$ cat config.mk
export PLATFORM = sky130hd
export DESIGN_NAME = prio_irq_ctrl
export DESIGN_NICKNAME = d
export VERILOG_FILES = /design/src/rtl/irq_ctrl_pkg.sv /design/src/rtl/irq_req_latch.sv /design/src/rtl/irq_prio_pick.sv /design/src/rtl/irq_svc_track.sv /design/src/rtl/prio_irq_ctrl.sv
export SDC_FILE = /design/constraint.sdc
export NUM_CORES = 1
export LEC_CHECK = 0
export CELL_PAD_IN_SITES_DETAIL_PLACEMENT = 2
export CELL_PAD_IN_SITES_GLOBAL_PLACEMENT = 2
export CORE_MARGIN = 2
export CORE_UTILIZATION = 39
export CTS_CLUSTER_SIZE = 24
export DETAILED_ROUTE_END_ITERATION = 10
export DONT_BUFFER_PORTS = 1
export MAX_ROUTING_LAYER = met4
export PLACE_DENSITY_LB_ADDON = 0.1
export SYNTH_ARGS = -nofsm -noshare
export SYNTH_HDL_FRONTEND = slang
export SYNTH_SLANG_ARGS = --single-unit
$ cat constraint.sdc
create_clock -name clk -period 2.5 [get_ports clk]
set_input_delay 0.75 -clock clk [delete_from_list [all_inputs] [get_ports clk]]
set_output_delay 0.75 -clock clk [all_outputs]
set_load 0.05 [all_outputs]
$ cat src/rtl/irq_ctrl_pkg.sv
package irq_ctrl_pkg;

  typedef enum logic [1:0] {
    CMD_NOP  = 2'd0,
    CMD_MASK = 2'd1,
    CMD_EOI  = 2'd2,
    CMD_RSV  = 2'd3
  } irq_cmd_e;

endpackage

$ cat src/rtl/irq_req_latch.sv
module irq_req_latch #(
  parameter int unsigned N_LINES = 8
) (
  input  logic               clk,
  input  logic               rst_n,
  input  logic [N_LINES-1:0] req_i,
  input  logic [N_LINES-1:0] clr_i,
  output logic [N_LINES-1:0] pend_o
);

  logic [N_LINES-1:0] req_q;
  logic [N_LINES-1:0] pend_q;
  logic [N_LINES-1:0] pend_d;
  logic [N_LINES-1:0] rise;

  always_comb begin
    rise   = req_i & ~req_q;
    // a fresh edge wins over a same-cycle acknowledge clear
    pend_d = (pend_q & ~clr_i) | rise;
  end

  always_ff @(posedge clk or negedge rst_n) begin
    if (!rst_n) begin
      req_q  <= '0;
      pend_q <= '0;
    end else begin
      req_q  <= req_i;
      pend_q <= pend_d;
    end
  end

  assign pend_o = pend_q;

endmodule

$ cat src/rtl/irq_prio_pick.sv
module irq_prio_pick #(
  parameter int unsigned N_LINES = 8,
  localparam int unsigned IDX_W = $clog2(N_LINES)
) (
  input  logic [N_LINES-1:0] cand_i,
  output logic               any_o,
  output logic [IDX_W-1:0]   idx_o,
  output logic [N_LINES-1:0] oh_o
);

  always_comb begin
    idx_o = '0;
    oh_o  = '0;
    for (int i = N_LINES - 1; i >= 0; i--) begin
      if (cand_i[i]) begin
        idx_o = IDX_W'(i);
        oh_o  = '0;
        oh_o[i] = 1'b1;
      end
    end
    any_o = |cand_i;
  end

endmodule

$ cat src/rtl/irq_svc_track.sv
module irq_svc_track #(
  parameter int unsigned N_LINES = 8
) (
  input  logic               clk,
  input  logic               rst_n,
  input  logic [N_LINES-1:0] set_i,
  input  logic               eoi_i,
  output logic [N_LINES-1:0] isr_o,
  output logic [N_LINES-1:0] blk_o
);

  logic [N_LINES-1:0] isr_q;
  logic [N_LINES-1:0] isr_d;
  logic [N_LINES-1:0] eoi_clr;
  logic               found;

  always_comb begin
    eoi_clr = '0;
    found   = 1'b0;
    for (int i = 0; i < N_LINES; i++) begin
      if (isr_q[i] && !found) begin
        eoi_clr[i] = 1'b1;
        found      = 1'b1;
      end
    end
    isr_d = (isr_q & ~(eoi_clr & {N_LINES{eoi_i}})) | set_i;
  end

  always_ff @(posedge clk or negedge rst_n) begin
    if (!rst_n) begin
      isr_q <= '0;
    end else begin
      isr_q <= isr_d;
    end
  end

  // line i is blocked when it or any more urgent line is in service
  assign blk_o[0] = isr_q[0];
  for (genvar g = 1; g < N_LINES; g++) begin : g_blk
    assign blk_o[g] = blk_o[g-1] | isr_q[g];
  end

  assign isr_o = isr_q;

endmodule

$ cat src/rtl/prio_irq_ctrl.sv
module prio_irq_ctrl
  import irq_ctrl_pkg::*;
#(
  parameter int unsigned N_LINES = 8,
  localparam int unsigned IDX_W = $clog2(N_LINES)
) (
  input  logic               clk,
  input  logic               rst_n,
  input  logic [N_LINES-1:0] irq_req_i,
  input  logic [N_LINES-1:0] casc_en_i,
  input  logic               wr_en_i,
  input  logic [1:0]         wr_cmd_i,
  input  logic [N_LINES-1:0] wr_data_i,
  input  logic               ack_i,
  output logic               irq_o,
  output logic               vec_vld_o,
  output logic [IDX_W-1:0]   vec_idx_o,
  output logic               vec_casc_o
);

  logic [1:0]         rst_sync_q;
  logic               rst_int_n;
  logic [N_LINES-1:0] mask_q;
  logic [N_LINES-1:0] mask_d;
  logic               mask_en;
  logic [N_LINES-1:0] pend;
  logic [N_LINES-1:0] isr;
  logic [N_LINES-1:0] blk;
  logic [N_LINES-1:0] cand;
  logic               any_cand;
  logic [IDX_W-1:0]   sel_idx;
  logic [N_LINES-1:0] sel_oh;
  logic               take;
  logic [N_LINES-1:0] take_oh;
  logic               eoi;
  logic               vld_q;
  logic [IDX_W-1:0]   idx_q;
  logic               casc_q;
  logic               vld_d;
  logic [IDX_W-1:0]   idx_d;
  logic               casc_d;

  always_ff @(posedge clk or negedge rst_n) begin
    if (!rst_n) begin
      rst_sync_q <= 2'b00;
    end else begin
      rst_sync_q <= {rst_sync_q[0], 1'b1};
    end
  end
  assign rst_int_n = rst_sync_q[1];

  irq_req_latch #(.N_LINES(N_LINES)) u_latch (
    .clk    (clk),
    .rst_n  (rst_int_n),
    .req_i  (irq_req_i),
    .clr_i  (take_oh),
    .pend_o (pend)
  );

  irq_svc_track #(.N_LINES(N_LINES)) u_track (
    .clk   (clk),
    .rst_n (rst_int_n),
    .set_i (take_oh),
    .eoi_i (eoi),
    .isr_o (isr),
    .blk_o (blk)
  );

  irq_prio_pick #(.N_LINES(N_LINES)) u_pick (
    .cand_i (cand),
    .any_o  (any_cand),
    .idx_o  (sel_idx),
    .oh_o   (sel_oh)
  );

  always_comb begin
    cand    = pend & ~mask_q & ~blk;
    take    = ack_i & any_cand;
    take_oh = sel_oh & {N_LINES{take}};
    eoi     = wr_en_i && (irq_cmd_e'(wr_cmd_i) == CMD_EOI);
    mask_en = wr_en_i && (irq_cmd_e'(wr_cmd_i) == CMD_MASK);
    mask_d  = wr_data_i;
    vld_d   = take;
    idx_d   = sel_idx;
    casc_d  = |(casc_en_i & sel_oh);
  end

  always_ff @(posedge clk or negedge rst_int_n) begin
    if (!rst_int_n) begin
      mask_q <= '0;
    end else if (mask_en) begin
      mask_q <= mask_d;
    end
  end

  always_ff @(posedge clk or negedge rst_int_n) begin
    if (!rst_int_n) begin
      vld_q  <= 1'b0;
      idx_q  <= '0;
      casc_q <= 1'b0;
    end else begin
      vld_q <= vld_d;
      if (take) begin
        idx_q  <= idx_d;
        casc_q <= casc_d;
      end
    end
  end

  assign irq_o      = any_cand;
  assign vec_vld_o  = vld_q;
  assign vec_idx_o  = idx_q;
  assign vec_casc_o = casc_q & vld_q;

endmodule

==> reports/qor.yml <==
fin_skew_ns: 0.00277
clock_tree.root_cell: "clkbuf_8"
synth_common_cells: "39 x dfrtp_1, 22 x o21ai_0, 15 x nand2_1, 10 x mux2_2, 9 x inv_1"
post_drt_via_cell_ratio: 5.81
max-slew-margin-rel_pct: 63.8
routed_wirelength_um: 4710
fin_area_um2: 2060
synth-async-reset-ratio_pct: 100
n_fill_cell: 458
cp_top_family: "simple AND/OR/NAND/NOR gates"
area_delta_synth_final_pct: 15.0
worstPathArrival_ns: 1.70
synth_cell_types: 42
yosysMostFrequentCell: "dfrtp_1"
syn_inst: 161
drive_above_1_share_pct: 25.0
power_leakage_nw: 0.883
vdd_drop_max_mv: 0.336
hpwl_um: 3450
grt_pass1_wl_um: 7790
rsz0062_at_grt: "true"
wire_per_inst_um: 20.3
grt_start_max_net_pins: 28
clockBufferDepth: 2
pre_cts_slack_ns: 0.210
numPlacedInstances: 221
status: "finished clean"
yosysSeqAreaShare_pct: 54.5
total_power_mw: 2.36
hold_class: "in -> async"
syn_nets: 191
tns_ns: 0
ioPinCount: 36
finalHoldViolations: 0
drtPass1Iterations: 4
cp.buffers_inverters: 0
fin_crit_sh_pct: 98.1
clock_latency_ns: 0.29
worstSetupEndpointType: "output port"
synth_top_area_share_pct: 54.5
synth_edf_count: 0
start_kind: "register"
setup_viol: 0
synth_area_leaders: "dfrtp_1 55%, mux2_2 6.3%, o21ai_0 6.2%"
cpMaxStageDelayCell: "or4_4"
max_freq_mhz: 408
synth_seq_cells: 39
grt-ovfl-total: 0
die_y_um: 71.7
fin_hold_ws_ns: 0.145
utilization_pct: 46.9
start_util_pct: 40.8
finalWeightedCongestion: 0.851
instances_no_fill: 232
cts_tree: "done"
cap_violations: 0
syn_area_per_cell_um2: 11.1
power.density_nw_per_um2: 1150
die_area_um2: 5150
grt_pass1_vias: 1469
diodes: 0
yosys.area.top_type: "dfrtp_1"
dr_total_vias: 1348
critical_path_class: "reg -> out"
cp_slowest_stage_delay_ns: 0.57
io_buffer_count: 0
drt_iter0_drc: 65
post-route-drc-count: 0
layout_min_cycle_time_ns: 2.45
place_area_um2: 1920
grt.total_usage_pct: 21.0
tightest_slew_ns: 0.541
crit_chain: "or4_4 > nor2_4 > o211ai_4 > nand3_4"
worstPathRequired_ns: 1.75
h-tree-depth: 2
synthFlopType: "dfrtp_1"
postRouteAntennaNets: 0
synth.cell_area_um2: 1790
crit_fanout: 3
finalWorstSetupSlack_ns: 0.0475
chipWidth_um: 71.7
cts.sinks: 39
clk_pin_slew_worst_paths_ns: 0.07
rows: 24
antenna_found_initial: 0
num-nets-final: 209
cts_buffers: 5
yosysWarnings: 0
coreArea_um2: 4380
final_max_slew_viol_count: 0
[where the power goes]
group          switching, mW  internal, mW
Clock                  0.214         0.196
Combinational          0.583         0.393
Sequential             0.197         0.779
[registers in the layout, summed over array words and instances, names as in the netlist]
| register | count |
|---|---|
| rst_sync_q | 2 |
| u_latch.pend_o | 8 |
| u_track.isr_o | 8 |
| mask_q | 8 |
| u_latch.req_q | 8 |
| vec_idx_o | 3 |
| vec_vld_o | 1 |
| casc_q | 1 |
[worst paths after layout]
| path | from | endpoint | slack [ns] | cells past startpoint |
|---|---|---|---|---|
| max in group asynchronous | rst_sync_q[1] | vec_vld_o | 1.63 | 1 |
| worst min-delay path | rst_n | rst_sync_q[1] | 0.15 | 0 |
| min in group clk | rst_sync_q[0] | rst_sync_q[1] | 0.36 | 0 |
| worst min register to register | rst_sync_q[1] | u_latch.req_q[5] | 0.17 | 0 |
| worst max-delay path | u_track.isr_o[3] | irq_o | 0.05 | 4 |
| worst max register to register | u_track.isr_o[3] | u_track.isr_o[6] | 0.36 | 5 |
[what timing repair did]
item                       in CTS  in global routing
resized for setup               3                  4
pin swaps                       0                  3
hold buffers                    0                  0
setup endpoints to repair       1                  1
setup buffers                   1                  2
[cell type report]
type,instances,area [µm²],area share [%]
Sequential cell,39,976,47.4
Clock buffer,7,76.3,3.71
Timing Repair Buffer,12,90.1,4.38
Multi-Input combinational cell,112,811,39.4
Clock inverter,1,5.00,0.243
Tap cell,52,65.1,3.16
Inverter,9,33.8,1.64
[layer usage]
metal	GRT usage, %	up-vias	wire length (µm)
met5	-	-	0
met3	5.49	5	249
li1	-	618	-
met4	6.29	0	55
met2	32.1	37	2250
met1	27.5	688	2150
[placed cells by master (no fill, tap or decap), types with 2 or more instances in the layout]
cell type and n:
a21o_1 2, a21oi_1 4, buf_4 12, clkbuf_1 2, clkbuf_8 5, dfrtp_1 39
inv_1 9, mux2_2 10, nand2_1 15, nand2b_1 5, nand3_1 5, nand3b_1 2
nor2_1 6, nor2b_1 2, nor3_1 2, nor3b_1 3, o21ai_0 22, o31ai_1 2
o41ai_1 2, or2_2 2
[cells by family after synthesis]
| kind of cell | Yosys count | share of synthesized area (%) |
|---|---|---|
| AOI/OAI and AO/OA | 44 | 18.3 |
| buffers and inverters | 10 | 2.52 |
| DFF | 39 | 54.5 |
| muxes | 11 | 6.85 |
| other | 1 | 0.210 |
| and+or+nand+nor | 56 | 17.6 |
No activity file was read; power rests on OpenSTA's default activity.
